<file path="src/rtl/qd_smooth_pkg.sv">
package qd_smooth_pkg;

  // shift k such that 2^k >= ceil(t/tick)
  function automatic int tc_shift(longint t_us, longint tick_us, int max_k);
    longint n;
    int k;
    n = (t_us + tick_us - 1) / tick_us;
    k = 0;
    for (int i = 0; i < 48; i++)
      if ((longint'(1) << k) < n) k++;
    if (k > max_k) k = max_k;
    return k;
  endfunction

  // first level code strictly above a voltage in mV (0.25 V offset, 15.7 mV/code)
  function automatic int lvl_code_above(int mv);
    return ((mv - 250) * 10) / 157 + 1;
  endfunction

  localparam int LVL_THR1 = lvl_code_above(1000);
  localparam int LVL_THR2 = lvl_code_above(1125);
  localparam int LVL_THR3 = lvl_code_above(1250);

  localparam longint SEARCH_US  = 60000;
  localparam longint CTRL_US    = 1000;
  localparam longint PK_ATK_US  = 1000;
  localparam longint PK_DEC_US  = 10000;

endpackage

</file>
<file path="src/rtl/qd_track.sv">
module qd_track #(
  parameter int W    = 8,
  parameter int FRAC = 16,
  parameter int KW   = 5
) (
  input  logic          clk_i,
  input  logic          rst_ni,
  input  logic          step_i,
  input  logic [W-1:0]  x_i,
  input  logic [KW-1:0] k_atk_i,
  input  logic [KW-1:0] k_dec_i,
  output logic [W-1:0]  y_o
);
  localparam int SW = W + FRAC;

  logic [SW-1:0]      y_q, y_d;
  logic signed [SW:0] diff, delta, sum;
  logic [KW-1:0]      k_sel;

  always_comb begin
    diff  = $signed({1'b0, x_i, {FRAC{1'b0}}}) - $signed({1'b0, y_q});
    k_sel = (diff > 0) ? k_atk_i : k_dec_i;
    delta = diff >>> k_sel;
    sum   = $signed({1'b0, y_q}) + delta;
    y_d   = sum[SW-1:0];
  end

  always_ff @(posedge clk_i or negedge rst_ni) begin
    if (!rst_ni)     y_q <= '0;
    else if (step_i) y_q <= y_d;
  end

  assign y_o = y_q[SW-1:FRAC];
endmodule

</file>
<file path="src/rtl/qd_tc_sel.sv">
module qd_tc_sel #(
  parameter int TICK_US = 1000,
  parameter int KW      = 5,
  parameter int MAX_K   = 24
) (
  input  logic          search_i,
  input  logic          lvl_fast_i,
  input  logic [1:0]    lvl_tc_i,
  input  logic [1:0]    mph_tc_i,
  output logic [KW-1:0] lvl_atk_k_o,
  output logic [KW-1:0] lvl_dec_k_o,
  output logic [KW-1:0] mph_atk_k_o,
  output logic [KW-1:0] mph_dec_k_o
);
  import qd_smooth_pkg::*;

  localparam longint T = TICK_US;

  localparam int LA_SLOW[4] = '{tc_shift(3000000, T, MAX_K), tc_shift(3000000, T, MAX_K),
                                tc_shift(1500000, T, MAX_K), tc_shift(500000, T, MAX_K)};
  localparam int LA_FAST[4] = '{tc_shift(500000, T, MAX_K), tc_shift(170000, T, MAX_K),
                                tc_shift(60000, T, MAX_K), tc_shift(60000, T, MAX_K)};
  localparam int LD_SLOW[4] = '{tc_shift(3000000, T, MAX_K), tc_shift(6000000, T, MAX_K),
                                tc_shift(1500000, T, MAX_K), tc_shift(1500000, T, MAX_K)};
  localparam int LD_FAST[4] = '{tc_shift(500000, T, MAX_K), tc_shift(500000, T, MAX_K),
                                tc_shift(170000, T, MAX_K), tc_shift(60000, T, MAX_K)};
  localparam int MA[4]      = '{tc_shift(500000, T, MAX_K), tc_shift(500000, T, MAX_K),
                                tc_shift(500000, T, MAX_K), tc_shift(250000, T, MAX_K)};
  localparam int MD[4]      = '{tc_shift(12000000, T, MAX_K), tc_shift(24000000, T, MAX_K),
                                tc_shift(6000000, T, MAX_K), tc_shift(6000000, T, MAX_K)};
  localparam int KS         = tc_shift(SEARCH_US, T, MAX_K);

  always_comb begin
    if (search_i) begin
      lvl_atk_k_o = KW'(KS);
      lvl_dec_k_o = KW'(KS);
      mph_atk_k_o = KW'(KS);
      mph_dec_k_o = KW'(KS);
    end else begin
      lvl_atk_k_o = lvl_fast_i ? KW'(LA_FAST[lvl_tc_i]) : KW'(LA_SLOW[lvl_tc_i]);
      lvl_dec_k_o = lvl_fast_i ? KW'(LD_FAST[lvl_tc_i]) : KW'(LD_SLOW[lvl_tc_i]);
      mph_atk_k_o = KW'(MA[mph_tc_i]);
      mph_dec_k_o = KW'(MD[mph_tc_i]);
    end
  end
endmodule

</file>
<file path="src/rtl/qd_sens_lim.sv">
module qd_sens_lim #(
  parameter int W = 8
) (
  input  logic [W-1:0] lvl_i,
  input  logic [1:0]   prog_i,
  output logic [1:0]   eff_o
);
  import qd_smooth_pkg::*;

  logic [1:0] auto_lim;

  always_comb begin
    if      (int'(lvl_i) >= LVL_THR3) auto_lim = 2'd3;
    else if (int'(lvl_i) >= LVL_THR2) auto_lim = 2'd2;
    else if (int'(lvl_i) >= LVL_THR1) auto_lim = 2'd1;
    else                              auto_lim = 2'd0;
    eff_o = (prog_i < auto_lim) ? prog_i : auto_lim;
  end
endmodule

</file>
<file path="src/rtl/qd_smoother.sv">
module qd_smoother #(
  parameter int W       = 8,
  parameter int FRAC    = 16,
  parameter int TICK_US = 1000
) (
  input  logic         clk_i,
  input  logic         rst_ni,
  input  logic         tick_i,
  input  logic         hold_i,
  input  logic         search_i,
  input  logic         lvl_fast_i,
  input  logic [1:0]   lvl_tc_i,
  input  logic [1:0]   mph_tc_i,
  input  logic [1:0]   usn_sens_i,
  input  logic [W-1:0] lvl_raw_i,
  input  logic [W-1:0] mph_raw_i,
  input  logic [W-1:0] usn_raw_i,
  input  logic [W-1:0] wam_raw_i,
  output logic [W-1:0] lvl_o,
  output logic [W-1:0] mph_o,
  output logic [W-1:0] usn_o,
  output logic [W-1:0] wam_o,
  output logic [W-1:0] usn_pk_o,
  output logic [W-1:0] wam_pk_o,
  output logic [1:0]   usn_sens_o
);
  import qd_smooth_pkg::*;

  localparam int SW    = W + FRAC;
  localparam int KW    = $clog2(SW + 1);
  localparam int MAX_K = SW;
  localparam int NN    = 2;

  localparam logic [KW-1:0] K_CTRL   = KW'(tc_shift(CTRL_US, TICK_US, MAX_K));
  localparam logic [KW-1:0] K_PK_ATK = KW'(tc_shift(PK_ATK_US, TICK_US, MAX_K));
  localparam logic [KW-1:0] K_PK_DEC = KW'(tc_shift(PK_DEC_US, TICK_US, MAX_K));

  logic          ctrl_step;
  logic [KW-1:0] lvl_atk_k, lvl_dec_k, mph_atk_k, mph_dec_k;

  assign ctrl_step = tick_i & ~hold_i;

  qd_tc_sel #(.TICK_US(TICK_US), .KW(KW), .MAX_K(MAX_K)) u_tc_sel (
    .search_i   (search_i),
    .lvl_fast_i (lvl_fast_i),
    .lvl_tc_i   (lvl_tc_i),
    .mph_tc_i   (mph_tc_i),
    .lvl_atk_k_o(lvl_atk_k),
    .lvl_dec_k_o(lvl_dec_k),
    .mph_atk_k_o(mph_atk_k),
    .mph_dec_k_o(mph_dec_k)
  );

  qd_track #(.W(W), .FRAC(FRAC), .KW(KW)) u_lvl (
    .clk_i(clk_i), .rst_ni(rst_ni), .step_i(ctrl_step), .x_i(lvl_raw_i),
    .k_atk_i(lvl_atk_k), .k_dec_i(lvl_dec_k), .y_o(lvl_o)
  );

  qd_track #(.W(W), .FRAC(FRAC), .KW(KW)) u_mph (
    .clk_i(clk_i), .rst_ni(rst_ni), .step_i(ctrl_step), .x_i(mph_raw_i),
    .k_atk_i(mph_atk_k), .k_dec_i(mph_dec_k), .y_o(mph_o)
  );

  // noise paths: [0] ultrasonic noise, [1] wideband AM
  logic [W-1:0] nz_raw  [NN];
  logic [W-1:0] nz_ctrl [NN];
  logic [W-1:0] nz_pk   [NN];

  assign nz_raw[0] = usn_raw_i;
  assign nz_raw[1] = wam_raw_i;

  for (genvar g = 0; g < NN; g++) begin : g_noise
    qd_track #(.W(W), .FRAC(FRAC), .KW(KW)) u_ctrl (
      .clk_i(clk_i), .rst_ni(rst_ni), .step_i(ctrl_step), .x_i(nz_raw[g]),
      .k_atk_i(K_CTRL), .k_dec_i(K_CTRL), .y_o(nz_ctrl[g])
    );
    qd_track #(.W(W), .FRAC(FRAC), .KW(KW)) u_peak (
      .clk_i(clk_i), .rst_ni(rst_ni), .step_i(tick_i), .x_i(nz_raw[g]),
      .k_atk_i(K_PK_ATK), .k_dec_i(K_PK_DEC), .y_o(nz_pk[g])
    );
  end

  assign usn_o    = nz_ctrl[0];
  assign wam_o    = nz_ctrl[1];
  assign usn_pk_o = nz_pk[0];
  assign wam_pk_o = nz_pk[1];

  qd_sens_lim #(.W(W)) u_sens (
    .lvl_i (lvl_o),
    .prog_i(usn_sens_i),
    .eff_o (usn_sens_o)
  );
endmodule

</file>
<file path="config.mk">
export PLATFORM = sky130hd
export DESIGN_NAME = qd_smoother
export DESIGN_NICKNAME = d
export VERILOG_FILES = /design/src/rtl/qd_smooth_pkg.sv /design/src/rtl/qd_track.sv /design/src/rtl/qd_tc_sel.sv /design/src/rtl/qd_sens_lim.sv /design/src/rtl/qd_smoother.sv
export SDC_FILE = /design/constraint.sdc
export NUM_CORES = 1
export LEC_CHECK = 0
export ABC_AREA = 1
export BUFFER_PORTS_ARGS = -buffer_cell sky130_fd_sc_hd__buf_2
export CORE_ASPECT_RATIO = 0.8
export CORE_UTILIZATION = 60
export CTS_CLUSTER_SIZE = 28
export DETAILED_ROUTE_END_ITERATION = 16
export HOLD_SLACK_MARGIN = 0.1
export PLACE_DENSITY = 0.77
export SLEW_MARGIN = 20
export SYNTH_ARGS = -nofsm -noshare
export SYNTH_HDL_FRONTEND = slang
export SYNTH_SLANG_ARGS = --single-unit
</file>
<file path="constraint.sdc">
create_clock -name clk_i -period 6.9 [get_ports clk_i]
set_clock_uncertainty 0.1 [all_clocks]
set_input_delay 0 -clock clk_i [delete_from_list [all_inputs] [get_ports clk_i]]
set_output_delay 0 -clock clk_i [all_outputs]
set_load 0.1 [all_outputs]
</file>
# Word level (Yosys, flattened, before mapping)
# Cells that the tools add are included.
[totals]
register_bits = 144
input_bits = 44
out_inout_bits = 50
word_cells = 68
[classes]
n_addsub = 12
n_lt_le_gt_ge = 10
shift = 4
n_mux = 32
bitwise = 4
[op_table]
columns = ["cell", "count"]
rows = [
  ["32-bit binary-select mux with 2-bit select", 6],
  ["24-bit adder", 6],
  ["25-bit by 1-bit > comparator with 1-bit output (second input constant)", 4],
  ["5-bit two-way mux", 20],
  ["24-bit by 24-bit subtractor with 25-bit output", 4],
  ["25-bit by 3-bit >>> shifter with 24-bit output", 2],
  ["25-bit by 5-bit >>> shifter with 24-bit output", 2],
  ["24-bit subtractor", 2],
  ["8-bit by 6-bit greater-or-equal comparator with 1-bit output (second input constant)", 2],
  ["8-bit by 7-bit greater-or-equal comparator with 1-bit output (second input constant)", 1],
  ["3-bit greater-or-equal comparator (second input constant)", 2],
  ["2-bit two-way mux", 3],
  ["3-bit two-way mux", 2],
  ["2-bit inverter with 3-bit output", 2],
  ["2-bit < comparator", 1],
  ["1-bit AND", 1],
  ["1-bit two-way mux", 1],
  ["1-bit inverter", 1],
]

# Depth between registers and ports, before layout
[depth]
ltp_word = 9
depth_mapped = 41
mapped_depth_nobuf = 40

# By module
# A second synthesis with hierarchy kept.
[unflattened]
cells_unflattened = 4696
hier_area_um2 = 26773.2
[modules_own_cells]
columns = ["mod", "n_inst", "cells_per_inst", "area_per_inst_um2", "seq_area_each_um2"]
rows = [
  ["qd_track at g_noise[0].u_peak ...", 3, 772, 4404.2, 600.6],
  ["qd_track at g_noise[0].u_ctrl", 1, 782, 4453.0, 600.6],
  ["qd_track at u_lvl", 1, 766, 4411.7, 600.6],
  ["qd_track at u_mph", 1, 779, 4400.5, 600.6],
  ["qd_tc_sel", 1, 35, 192.7, 0.0],
  ["qd_sens_lim", 1, 14, 85.1, 0.0],
  ["qd_smoother", 1, 4, 17.5, 0.0],
]

# Worst setup path after synthesis
# Ideal clock, no wire load.
[synth_path]
path_kind = "reg2reg"
from = "register u_lvl.y_q[20]"
to = "register u_lvl.y_q[22]"
setup_ns = 0.133
arrival_ns = 4.970
required_ns = 6.667
path_slack_ns = 1.697
path_stages_with_launch = 41
n_path_buf = 2
synth_period_minus_slack_ns = 5.203
path_cell_list = "dfrtp_1 -> inv_1 -> ha_1 -> nand2_1 -> nor2_1 -> inv_1 -> nor2_1 -> nand3_1 -> nand2_1 -> nand2_1 -> nand2_2 -> nand2_1 -> nor2_1 -> nand3_2 -> nand2_2 -> nand2_1 -> nand2_2 -> inv_2 -> [5 not listed] -> o21ai_1 -> o21ai_1 -> ha_1 -> inv_1 -> fa_1 -> inv_1 -> nand2_1 -> nand2_1 -> a21oi_1 -> o21ai_0 -> a31oi_1 -> o21ai_0 -> a21oi_1 -> o21ai_0 -> a21oi_1 -> o21ai_0 -> xor2_1 -> o21ai_0"
[synth_between]
elab_chain_len = 5
[synth_rtl]
columns = ["element", "line_no", "rtl"]
rows = [
  ["start, declared", "qd_track.sv:16", "logic [SW-1:0] y_q, y_d;"],
  ["start signal, assigned", "qd_track.sv:30", "else if (step_i) y_q <= y_d;"],
  ["24-bit by 24-bit subtractor with 25-bit output", "qd_track.sv:21", "diff = $signed({1'b0, x_i, {FRAC{1'b0}}}) - $signed({1'b0, y_q});"],
  ["25-bit by 1-bit > comparator with 1-bit output", "qd_track.sv:22", "k_sel = (diff > 0) ? k_atk_i : k_dec_i;"],
  ["5-bit two-way mux", "qd_track.sv:22", ""],
  ["25-bit by 5-bit >>> shifter with 24-bit output", "qd_track.sv:23", "delta = diff >>> k_sel;"],
  ["24-bit adder *", "qd_track.sv:24", "sum = $signed({1'b0, y_q}) + delta;"],
]
# Every way passes the cells marked *; elsewhere a longest branch is shown, timed or not.
# A chain may end at the register's enable or synchronous reset.

# Worst setup path in the final report
[layout_path]
from = "register u_mph.y_q[1]"
to = "register u_mph.y_q[20]"
[layout_between]
elab_chain_len = 5
[layout_rtl]
columns = ["element", "line_no"]
rows = [
  ["start, declared", "qd_track.sv:16"],
  ["start signal, assigned", "qd_track.sv:30"],
  ["24-bit by 24-bit subtractor with 25-bit output", "qd_track.sv:21"],
  ["25-bit by 1-bit > comparator with 1-bit output", "qd_track.sv:22"],
  ["5-bit two-way mux", "qd_track.sv:22"],
  ["25-bit by 5-bit >>> shifter with 24-bit output", "qd_track.sv:23"],
  ["24-bit adder *", "qd_track.sv:24"],
]
# Marked as above.

==> flow_metrics.py <==
metrics = {
    "floorplan": {
        "core_sq_mm": 0.0244,
        "die_y_um": 143,
        "num_io_pins": 94,
        "rows": 51,
        "fp.dieW_um": 178,
        "start_util": 0.612,
        "die_area_sq_mm": 0.0255,
    },
    "clock_tree": {
        "cts_root_buffer": "clkbuf_16",
        "clockBufferDepth": 2,
        "clkLatencyLatePin_ps": 370,
        "cts_buffers": 9,
        "path_clk_slew_ps": 80,
        "cts.htree.levels": 3,
        "clkSinkCount": 112,
        "cts_tree": "yes",
    },
    "sta": {
        "finalCritPeriodShare": 0.907,
        "finalHoldViolCount": 0,
        "worst-slew-pin-transition_ps": 893,
        "slew_violations": 0,
        "max_freq_mhz": 160,
        "fin_setup_tns_ps": 0,
        "slew-limit-headroom": 0.405,
        "finalCriticalPeriod_ps": 6260,
        "rsz0062_at_grt": "false",
        "setup_viol": 0,
    },
    "logic_synthesis": {
        "syn_inst": 2310,
        "synth_flop_cell": "dfrtp_1",
        "async_flop_share": 1.00,
        "synth-edff-count": 0,
        "synth.distinct_cells": 60,
        "syn_nets": 2509,
        "yosys_warnings": 0,
        "ys_seq_area_frac": 0.188,
        "avgSynthCellArea_sq_um": 6.46,
        "synth_seq_cells": 112,
        "netlist_area_sq_mm": 0.0149,
    },
    "worst_setup_path": {
        "crit_path_max_fanout": 17,
        "cp.arrival_ps": 6380,
        "crit_required_ps": 7020,
        "cp-start-kind": "register",
        "setup.worst_path.end_class": "register",
        "crit_type": "register to register",
        "cp_slowest_cell": "o31ai_1",
        "max_stage_delay_ps": 430,
    },
    "grt": {
        "grtUsageTotal": 0.321,
        "overflow": 0,
        "grt_max_degree": 68,
        "grt_pass1_wl_um": 66100,
        "first_global_vias": 13700,
        "antenna_found_initial": 0,
    },
    "min_path": {
        "hold_path.class": "input port to register",
    },
    "detailed_routing": {
        "drt_iter0_markers": 1305,
        "avgViaCountPerCell": 5.67,
        "detail_route.wl_per_cell_um": 15.0,
        "firstDrtPassIters": 6,
        "drc": 0,
        "num_vias": 15200,
        "detail-route-antenna-nets": 0,
        "wirelength_um": 40100,
    },
    "status": {
        "status": "finished clean",
    },
    "place": {
        "dp_hpwl_um": 32200,
        "port-buffer-count": 93,
        "gp_congestion": 0.999,
        "dpl_cell_area_sq_mm": 0.0153,
    },
    "cells_and_area": {
        "nets": 2551,
        "area_delta_synth_final_pct": 5.56,
        "drive_gt1_frac": 0.0934,
        "fin_area_sq_mm": 0.0157,
        "antenna_cells": 0,
    },
    "flow_run": {
        "drv_cap": 0,
    },
}
-- cells by family after synthesis --
kind of cell | after synthesis | share of synthesized area
AO/OA/AOI/OAI | 464 | 0.170
AND/OR/NAND/NOR | 1074 | 0.319
adder cells (fa/ha/maj) | 155 | 0.133
multiplexers | 2 | 0.00134
XOR/XNOR | 138 | 0.0820
flip-flops | 112 | 0.188
buffers and inverters | 365 | 0.107
-- cells in the mapped netlist, types with 16 or more instances --
library cell / instances / share of area
nand2_1: 642 / 0.16
nand3_1: 167 / 0.056
dfrtp_1: 112 / 0.19
a21oi_1: 142 / 0.048
nor2_1: 123 / 0.031
clkbuf_1: 32 / 0.0081
nand2_2: 16 / 0.0067
xnor2_1: 51 / 0.030
nand4_1: 20 / 0.0084
nand3b_1: 19 / 0.0096
nor3_1: 17 / 0.0057
o21ai_1: 72 / 0.024
inv_1: 258 / 0.065
xor2_1: 85 / 0.050
buf_4: 38 / 0.019
o21ai_0: 175 / 0.059
ha_1: 150 / 0.13
-- repair_timing --
item / 4_1_cts / 5_1_grt
endpoints found under the setup margin: 0 / 2
hold buffers: 14 / 0
hold endpoints to repair: 78 / 0
resized for setup: 0 / 3
setup buffers: 0 / 0
-- state kept, by name, indices dropped and copies added (netlist names) --
name	flops
u_lvl.y_q	24
g_noise.u_ctrl.y_q	16
g_noise.u_peak.y_q	48
u_mph.y_q	24
-- worst paths after layout --
check,from,endpoint,slack [ps],depth (start not counted)
setup / recovery,u_mph.y_q[1]$_DFFE_PN0P_,u_mph.y_q[20]$_DFFE_PN0P_,640,34
hold / removal,usn_raw_i[2],g_noise[0].u_ctrl.y_q[19]$_DFFE_PN0P_,110,5
setup reg to reg,u_mph.y_q[1]$_DFFE_PN0P_,u_mph.y_q[20]$_DFFE_PN0P_,640,34
hold reg to reg,g_noise[0].u_ctrl.y_q[23]$_DFFE_PN0P_,g_noise[0].u_ctrl.y_q[23]$_DFFE_PN0P_,390,2
max in group asynchronous,rst_ni,g_noise[1].u_ctrl.y_q[22]$_DFFE_PN0P_,5210,3
min in group asynchronous,rst_ni,u_lvl.y_q[21]$_DFFE_PN0P_,150,2
-- metrics by stage --
step                       util  setup WS (ps)  hold WS (ps)  instances
after floorplan               -           1700          -396       2310
after global placement    0.629            741         -39.4       2645
after detailed placement  0.629            566         -34.2       2645
after CTS                 0.646            532           104       2674
after global routing      0.646           23.6           157       2674
final                     0.646            643           108       2674
-- worst max-delay path, delay by kind of cell (launching register included) --
| kind | cells | cell delay (ps) |
|---|---|---|
| AND/OR/NAND/NOR | 17 | 2520 |
| AO/OA/AOI/OAI | 8 | 1520 |
| adder cells (fa/ha/maj) | 2 | 620 |
| buffers and inverters | 5 | 500 |
| XOR/XNOR | 2 | 440 |
| flip-flops | 1 | 400 |
-- per-layer routing --
metal  global-route usage  up-vias  wire length (um)
met5                    0        -                 0
met4               0.0687        0               648
met3               0.0501       51              2580
met2                0.507      487             17600
met1                0.461     6946             19300
li1                     -     7684                 -
-- final cells by class --
type | count | area, sq um
multi-input cells | 1833 | 10500
clock buffers | 10 | 239
clock inverters | 5 | 40.0
repair buffers | 122 | 721
flip-flops and latches | 112 | 2800
fillers | 2281 | 8630
well taps | 318 | 398
inverters | 274 | 1030
-- cells in the final DEF (no fill, tap or decap), drive strengths merged, types with 5 or more instances in the layout --
master,count
a31oi,9
buf,108
o21a,5
nand4,22
nand3b,19
xor2,87
nor4,14
o21ai,251
or2,11
a21oi,143
fa,5
o31ai,8
a21boi,6
xnor2,51
nand2,662
inv,275
clkbuf,10
dlygate4sd3,14
dfrtp,112
nor2,143
o22ai,5
nand3,178
o211ai,8
a21o,12
o21bai,8
nor3,23
ha,150
Power is not shown: default switching activity piles up to over one toggle a cycle in this logic, so the estimate is an artifact.
